<file path="config.mk">
export PLATFORM = sky130hd
export DESIGN_NAME = otp_prot_regs
export DESIGN_NICKNAME = d
export VERILOG_FILES = /design/src/rtl/otp_pkg.sv /design/src/rtl/otp_ctrl.sv /design/src/rtl/otp_datapath.sv /design/src/rtl/otp_prot_regs.sv
export SDC_FILE = /design/constraint.sdc
export NUM_CORES = 2
export LEC_CHECK = 0
export BUFFER_PORTS_ARGS = -buffer_cell sky130_fd_sc_hd__buf_4
export CORE_MARGIN = 8
export CORE_UTILIZATION = 40
export CTS_CLUSTER_SIZE = 24
export DETAILED_ROUTE_END_ITERATION = 12
export PLACE_DENSITY = 0.52
export SYNTH_ARGS = -nofsm -noshare
export SYNTH_HDL_FRONTEND = slang
export SYNTH_HIERARCHICAL = 1
export SYNTH_SLANG_ARGS = --single-unit
</file>
<file path="constraint.sdc">
create_clock -name clk -period 4.3 [get_ports clk]
set_clock_uncertainty 0.15 [all_clocks]
set_input_delay 0.215 -clock clk [delete_from_list [all_inputs] [get_ports clk]]
set_output_delay 0.215 -clock clk [all_outputs]
set_load 0.01 [all_outputs]
</file>
<file path="src/rtl/otp_pkg.sv">
package otp_pkg;
  localparam int WIDX_W = 8;
  localparam int STAT_W = 8;
  localparam int STAT_PRG_BIT = 4;
  localparam int STAT_LOCK_BIT = 1;

  typedef enum logic [1:0] {
    SEL_NONE  = 2'd0,
    SEL_LOCK0 = 2'd1,
    SEL_LOCK1 = 2'd2,
    SEL_WORD  = 2'd3
  } rdSel_e;

  typedef struct packed {
    logic              wrWord;
    logic              wrLock0;
    logic              wrLock1;
    logic              setPrgErr;
    logic              setLockErr;
    logic              clrErr;
    logic              rdEn;
    rdSel_e            rdSel;
    logic [WIDX_W-1:0] wordIdx;
  } otpStrobe_t;
endpackage

</file>
<file path="src/rtl/otp_ctrl.sv">
module otp_ctrl
  import otp_pkg::*;
#(
  parameter int ADDR_W = 9,
  parameter int DATA_W = 16,
  parameter int NUM_REGS = 17,
  parameter int WPR = 8,
  parameter logic [ADDR_W-1:0] BASE = 9'h080
) (
  input  logic              clk,
  input  logic              rstN,
  input  logic [ADDR_W-1:0] addr,
  input  logic              progReq,
  input  logic              clrStatus,
  input  logic              idMode,
  input  logic [1:0]        lockSeg,
  input  logic [DATA_W-1:0] lock1,
  output otpStrobe_t        strb
);
  localparam logic [ADDR_W-1:0] TOTAL_OFF = ADDR_W'(NUM_REGS * WPR + 2);
  localparam logic [ADDR_W-1:0] LOCK1_OFF = ADDR_W'(WPR + 1);
  localparam logic [WIDX_W-1:0] HALF_IDX  = WIDX_W'(WPR / 2);
  localparam int SEG_SHIFT = $clog2(WPR);

  logic [ADDR_W-1:0] off;
  logic              inRange, isLock0, isLock1, isWord, locked;
  logic [WIDX_W-1:0] idx, regNum;
  logic [DATA_W-1:0] regMask;

  always_comb begin
    off     = addr - BASE;
    inRange = (addr >= BASE) && (off < TOTAL_OFF);
    isLock0 = inRange && (off == '0);
    isLock1 = inRange && (off == LOCK1_OFF);
    isWord  = inRange && !isLock0 && !isLock1;
    idx     = (off < LOCK1_OFF) ? WIDX_W'(off - ADDR_W'(1)) : WIDX_W'(off - ADDR_W'(2));
    regNum  = idx >> SEG_SHIFT;
    regMask = DATA_W'(1) << (regNum - WIDX_W'(1));
    if (regNum == '0) locked = (idx < HALF_IDX) ? !lockSeg[0] : !lockSeg[1];
    else              locked = |(regMask & ~lock1);
  end

  always_comb begin
    strb            = '0;
    strb.wordIdx    = idx;
    strb.wrWord     = progReq && isWord && !locked;
    strb.wrLock0    = progReq && isLock0;
    strb.wrLock1    = progReq && isLock1;
    strb.setPrgErr  = progReq && (!inRange || (isWord && locked));
    strb.setLockErr = progReq && isWord && locked;
    strb.clrErr     = clrStatus;
    strb.rdEn       = idMode;
    if (!inRange)     strb.rdSel = SEL_NONE;
    else if (isLock0) strb.rdSel = SEL_LOCK0;
    else if (isLock1) strb.rdSel = SEL_LOCK1;
    else              strb.rdSel = SEL_WORD;
  end

  // a program takes at most one action
  assert_one_action_R5: assert property (@(posedge clk) disable iff (!rstN)
    $onehot0({strb.wrWord, strb.wrLock0, strb.wrLock1, strb.setPrgErr}));

  // below the window only a program error results
  assert_below_window_R5: assert property (@(posedge clk) disable iff (!rstN)
    (progReq && addr < BASE) |-> (strb.setPrgErr && !strb.setLockErr && !strb.wrWord));

  // identifier words can never be written while lock bit 0 is clear
  assert_id_guard_R6: assert property (@(posedge clk) disable iff (!rstN)
    (!lockSeg[0] && strb.wordIdx < HALF_IDX && strb.rdSel == SEL_WORD) |-> !strb.wrWord);
endmodule

</file>
<file path="src/rtl/otp_datapath.sv">
module otp_datapath
  import otp_pkg::*;
#(
  parameter int DATA_W = 16,
  parameter int NUM_WORDS = 136,
  parameter int WPR = 8,
  parameter int ID_W = 64,
  parameter logic [ID_W-1:0] ID_VALUE = '0
) (
  input  logic              clk,
  input  logic              rstN,
  input  otpStrobe_t        strb,
  input  logic [DATA_W-1:0] wrData,
  output logic [DATA_W-1:0] rdData,
  output logic [1:0]        lockSeg,
  output logic [DATA_W-1:0] lock1,
  output logic [STAT_W-1:0] status
);
  localparam int IDX_W = $clog2(NUM_WORDS);
  localparam int HALF = WPR / 2;
  localparam logic [DATA_W-1:0] LOCK0_INIT = {{(DATA_W-1){1'b1}}, 1'b0};

  logic [DATA_W-1:0] mem [NUM_WORDS];
  logic [DATA_W-1:0] lock0;
  logic              prgErr, lockErr;
  logic [IDX_W-1:0]  idx;

  function automatic logic [DATA_W-1:0] initWord(int i);
    if (i < HALF) return ID_VALUE[i*DATA_W +: DATA_W];
    return '1;
  endfunction

  assign idx = strb.wordIdx[IDX_W-1:0];

  always_ff @(posedge clk or negedge rstN) begin
    if (!rstN) begin
      for (int i = 0; i < NUM_WORDS; i++) mem[i] <= initWord(i);
    end else if (strb.wrWord) begin
      mem[idx] <= mem[idx] & wrData;
    end
  end

  always_ff @(posedge clk or negedge rstN) begin
    if (!rstN) begin
      lock0 <= LOCK0_INIT;
      lock1 <= '1;
    end else begin
      if (strb.wrLock0) lock0 <= lock0 & wrData;
      if (strb.wrLock1) lock1 <= lock1 & wrData;
    end
  end

  always_ff @(posedge clk or negedge rstN) begin
    if (!rstN) begin
      prgErr  <= 1'b0;
      lockErr <= 1'b0;
    end else begin
      if (strb.setPrgErr)   prgErr <= 1'b1;
      else if (strb.clrErr) prgErr <= 1'b0;
      if (strb.setLockErr)  lockErr <= 1'b1;
      else if (strb.clrErr) lockErr <= 1'b0;
    end
  end

  always_ff @(posedge clk or negedge rstN) begin
    if (!rstN) rdData <= '1;
    else if (!strb.rdEn) rdData <= '1;
    else begin
      case (strb.rdSel)
        SEL_LOCK0: rdData <= lock0;
        SEL_LOCK1: rdData <= lock1;
        SEL_WORD:  rdData <= mem[idx];
        default:   rdData <= '1;
      endcase
    end
  end

  assign lockSeg = lock0[1:0];

  always_comb begin
    status = '0;
    status[STAT_PRG_BIT]  = prgErr;
    status[STAT_LOCK_BIT] = lockErr;
  end

  for (genvar g = 0; g < NUM_WORDS; g++) begin : g_wordChk
    // a stored bit never returns from 0 to 1
    assert_word_no_rise_R4: assert property (@(posedge clk) disable iff (!rstN)
      (mem[g] & ~$past(mem[g])) == '0);
    if (g < HALF) begin : g_idChk
      // identifier words never change
      assert_id_stable_R6: assert property (@(posedge clk) disable iff (!rstN)
        $stable(mem[g]));
    end
  end

  // lock bits are one-time-programmable
  assert_lock_no_rise_R8: assert property (@(posedge clk) disable iff (!rstN)
    ((lock0 & ~$past(lock0)) == '0) && ((lock1 & ~$past(lock1)) == '0));

  // error flag holds unless cleared
  assert_err_sticky_R9: assert property (@(posedge clk) disable iff (!rstN)
    ($past(prgErr) && !$past(strb.clrErr)) |-> prgErr);

  // a lock error always comes with a program error
  assert_lockerr_pair_R6: assert property (@(posedge clk) disable iff (!rstN)
    lockErr |-> prgErr);

  // reads outside identifier mode return all ones
  assert_idle_read_R3: assert property (@(posedge clk) disable iff (!rstN)
    !$past(strb.rdEn) |-> (rdData == '1));
endmodule

</file>
<file path="src/rtl/otp_prot_regs.sv">
module otp_prot_regs
  import otp_pkg::*;
#(
  parameter int DATA_W = 16,
  parameter int REG_BITS = 128,
  parameter int NUM_REGS = 17,
  parameter int ADDR_W = 9,
  parameter logic [ADDR_W-1:0] BASE = 9'h080,
  parameter logic [REG_BITS/2-1:0] ID_VALUE = 64'hC3A5_0F1E_7B24_9D68
) (
  input  logic              clk,
  input  logic              rstN,
  input  logic              idMode,
  input  logic [ADDR_W-1:0] addr,
  input  logic              progReq,
  input  logic [DATA_W-1:0] wrData,
  input  logic              clrStatus,
  output logic [DATA_W-1:0] rdData,
  output logic [STAT_W-1:0] status
);
  localparam int WPR = REG_BITS / DATA_W;
  localparam int NUM_WORDS = NUM_REGS * WPR;

  otpStrobe_t        strb;
  logic [1:0]        lockSeg;
  logic [DATA_W-1:0] lock1;

  otp_ctrl #(
    .ADDR_W(ADDR_W), .DATA_W(DATA_W), .NUM_REGS(NUM_REGS), .WPR(WPR), .BASE(BASE)
  ) u_ctrl (
    .clk(clk), .rstN(rstN), .addr(addr), .progReq(progReq), .clrStatus(clrStatus),
    .idMode(idMode), .lockSeg(lockSeg), .lock1(lock1), .strb(strb)
  );

  otp_datapath #(
    .DATA_W(DATA_W), .NUM_WORDS(NUM_WORDS), .WPR(WPR), .ID_W(REG_BITS/2), .ID_VALUE(ID_VALUE)
  ) u_dp (
    .clk(clk), .rstN(rstN), .strb(strb), .wrData(wrData), .rdData(rdData),
    .lockSeg(lockSeg), .lock1(lock1), .status(status)
  );
endmodule

</file>
==> impl_metrics.py <==
metrics = {
    "detailed_routing": {
        "wl_mm": 337.7,
        "wl_per_cell_um": 25.41,
        "routed-wl-met2_mm": 152.9,
        "vias": 73410,
        "wl_met3_mm": 21.07,
        "ant_nets": 0,
        "top_layer_used": "met4",
        "wl_met1_mm": 151.3,
        "via_per_inst": 5.522,
        "drtIter0Drc": 5661,
        "drc": 0,
        "drt_pass1_iterations": 6,
    },
    "flow_run": {
        "cap_violations": 0,
    },
    "global_route": {
        "grt_pass1_wl_mm": 490.8,
        "grt_pass1_vias": 72640,
        "grt_antenna_before_repair": 12,
        "grt_overflow": 0,
        "grt.total_usage": 0.2389,
        "grt_max_degree": 182,
    },
    "critical_path": {
        "crit_type": "in2reg",
        "slowest_stage": "or4b_4",
        "crit_required_ps": 4920,
        "r2r_setup_slack_ps": 620,
        "r2r-start": "u_dp/lock1[15]",
        "rr_endpoint": "u_dp/mem[835]",
        "crit_fanout": 19,
        "critPathCaptureType": "flip-flop",
        "crit_arrival_ps": 4960,
        "crit_chain": "buf_4 -> inv_4 -> ha_4 -> or4b_4 -> buf_6 -> a21oi_4 -> mux2_2 -> inv_2 -> buf_4 -> and2_2 -> buf_12 -> buf_4 -> a22oi_1 -> buf_4 -> a21oi_1 -> nor2_1 -> nand4_1 -> buf_4 -> o31ai_4 -> buf_4 -> buf_12 -> buf_16 -> o21ai_0",
        "reg2regPathDepth": 15,
        "crit_path_frequent_cell": "buf_4",
        "critPathLaunchType": "input port",
        "cpPeakStageDelay_ps": 490,
    },
    "clocking": {
        "tritoncts": "built",
        "clk_latency_ps": 900,
        "cts_buffers": 233,
        "htreeDepth": 4,
        "clockRootBuffer": "clkbuf_16",
        "clk_path_buf_depth": 3,
        "clock_sinks": 2226,
        "cts.clk_slew.worst_paths_ps": 60,
    },
    "synth": {
        "ys_ff_latch": 2226,
        "syn_avg_cell_area_um2": 10.86,
        "synth_ff_type": "dfstp_2",
        "synth-seq-area-share": 0.5788,
        "yosysMostFrequentCell": "nand2_1",
        "synth_largest_area_cell": "dfstp_2",
        "synthArstFlopShare": 1.000,
        "synth_area_um2": 101000,
        "ys_warn_count": 6,
        "synth_edf_count": 0,
        "synth_cell_type_count": 99,
        "synth_top_area_share": 0.5702,
        "syn_inst": 9300,
        "synth_area_leaders": "dfstp_2 (57%), o21ai_0 (11%), nand2_1 (8.9%)",
        "synthTopCellsByCount": "nand2_1 (2385), dfstp_2 (2191), o21ai_0 (2131), clkbuf_1 (660), mux4_2 (383)",
    },
    "pwr": {
        "worst_ir_drop_vdd_mv": 0.4314,
        "p_leak_nw": 44.95,
        "power_density_nw_per_um2": 378.9,
    },
    "final_layout": {
        "multi_input_area_um2": 38900,
        "final_nets": 9770,
        "n_fill_cell": 22460,
        "seqCellArea_um2": 58440,
        "area_delta_synth_final_pct": 21.63,
        "final_cell_area_um2": 122800,
        "drive_gt1_frac": 0.4208,
    },
    "timing": {
        "finalCritPeriodShare": 1.009,
        "report.final.setup_viol": 4,
        "hold_slack_ps": 98.78,
        "maxSlewViolCount": 0,
        "rsz0062_at_grt": "true",
        "clock.fmax_mhz": 230.4,
        "tightest_slew_ps": 1112,
        "hold_violations": 0,
        "fin_crit_ps": 4340,
        "setup_ws_ps": -40.24,
        "fin_setup_tns_ps": -56.11,
        "max_slew_margin": 0.2590,
    },
    "die": {
        "die_area_um2": 268800,
        "die_w_um": 518.4,
        "design.core.area_um2": 251200,
        "num_rows": 184,
        "ios": 54,
        "initial_core_util": 0.4020,
        "die_h_um": 518.4,
    },
    "worst_hold_path": {
        "holdCritStartpoint": "wrData[12]",
        "min_to": "u_dp/lock1[12]",
        "hold_class": "in2reg",
        "min_path_cells": 4,
    },
    "outcome": {
        "violations": "setup timing",
        "status": "finished with violations",
    },
    "placement": {
        "gp_congestion": 0.8901,
        "placed_area_um2": 112500,
        "numPortBuffers": 47,
        "dp_hpwl_mm": 220.9,
    },
}
layout make-up:
| type | count | share of cell area |
|---|---|---|
| multi-input cells | 6153 | 0.3167 |
| diodes | 8 | 0.0001630 |
| inverters | 33 | 0.001029 |
| clock buffers | 348 | 0.05674 |
| well taps | 3348 | 0.03411 |
| flip-flops and latches | 2226 | 0.4759 |
| repair buffers | 1084 | 0.1047 |
| clock inverters | 93 | 0.01060 |
state kept, by name, summed over array words and instances (netlist names):
name,flops
u_dp/lock0,16
u_dp/rdData,16
u_dp/prgErr,1
u_dp/lockErr,1
u_dp/mem,2176
u_dp/lock1,16
per-layer routing:
metal | up-vias | global-route usage
li1 | 33340 | -
met5 | - | 0
met2 | 2108 | 0.3719
met4 | 0 | 0.08145
met1 | 37460 | 0.3393
met3 | 503 | 0.04098
cell families (layout without fill, tap and decap cells):
family	count (synthesis)	in the layout	share of synthesized area
xor+xnor	5	5	0.0005082
flops	2226	2226	0.5788
compound gates	2679	2679	0.1471
simple gates	2702	2702	0.1067
fa+ha+maj	9	9	0.001115
other cells	1	14	0.00003714
buf+inv	926	1558	0.04200
mux	752	752	0.1237
per-stage QoR:
step           power [mW]  setup slack [ps]  std cells  utilization
4_1_cts             46.78             5.799      13210       0.4826
2_1_floorplan       23.00            -216.2       9305            -
5_1_grt             48.04            -96.40      13290       0.4889
3_5_place_dp        24.98             -1067      12730       0.4478
6_report            46.53            -40.24      13290       0.4890
3_3_place_gp        24.95             -1059      12730       0.4478
power by group:
group | total [mW] | switching (mW) | internal (mW)
Clock | 21.5 | 8.66 | 12.9
Combinational | 3.76 | 2.36 | 1.40
Sequential | 21.3 | 0.0428 | 21.2
Total | 46.5 | 11.1 | 35.5
placed cells by master, fill, tap and decap left out, types with 8 or more instances in the layout:
cell,netlist,routed
o21ai_2,42,43
nor4_1,23,15
o21ai_0,2131,2042
o21ai_1,23,110
nor2_1,91,71
and3_1,12,12
o22ai_1,61,58
buf_12,11,300
inv_1,31,27
mux4_1,10,10
nor3b_1,13,13
clkinv_2,0,53
buf_6,25,27
a21oi_1,57,52
a22o_1,31,30
dfstp_2,2191,2191
a21boi_0,32,32
a221oi_1,14,14
nor4_2,1,9
a22oi_1,168,165
a31oi_1,36,36
diode_2,0,8
clkbuf_16,0,261
dlygate4sd3_1,0,42
nor3_1,20,20
bufinv_16,0,28
mux4_2,383,383
buf_4,56,674
nor2_2,0,11
clkbuf_8,0,62
nand2_1,2385,2376
nand3_1,62,62
clkbuf_1,660,49
mux2i_1,353,345
nand4_1,23,23
nor2_4,0,9
a32oi_1,11,11
dfrtp_1,35,35
buf_16,0,16
worst max-delay path: cells and delay by family:
family / cells / cell delay, ps
muxes: 1 / 400
adders and majority gates: 1 / 120
buffers and inverters: 12 / 2260
AOI/OAI and AO/OA: 5 / 730
and+or+nand+nor: 4 / 1150
what timing repair did:
item,in CTS,in global routing
gates cloned,1,29
pin swaps,2,9
buffers inserted,2,44
endpoints found under the setup margin,386,1566
endpoints found under the hold margin,2833,0
hold buffers,42,0
gates resized for setup,5,116
worst max path at each step:
stage / from / to / cells after the start
2_1_floorplan: addr[5] / u_dp/mem[2134] / 20
3_3_place_gp: addr[8] / u_dp/mem[540] / 20
3_5_place_dp: addr[8] / u_dp/mem[1093] / 20
4_1_cts: addr[8] / u_dp/mem[619] / 21
5_1_grt: addr[8] / u_dp/mem[1633] / 23
6_report: addr[8] / u_dp/mem[563] / 23
Power figures use the tool's default switching activity.
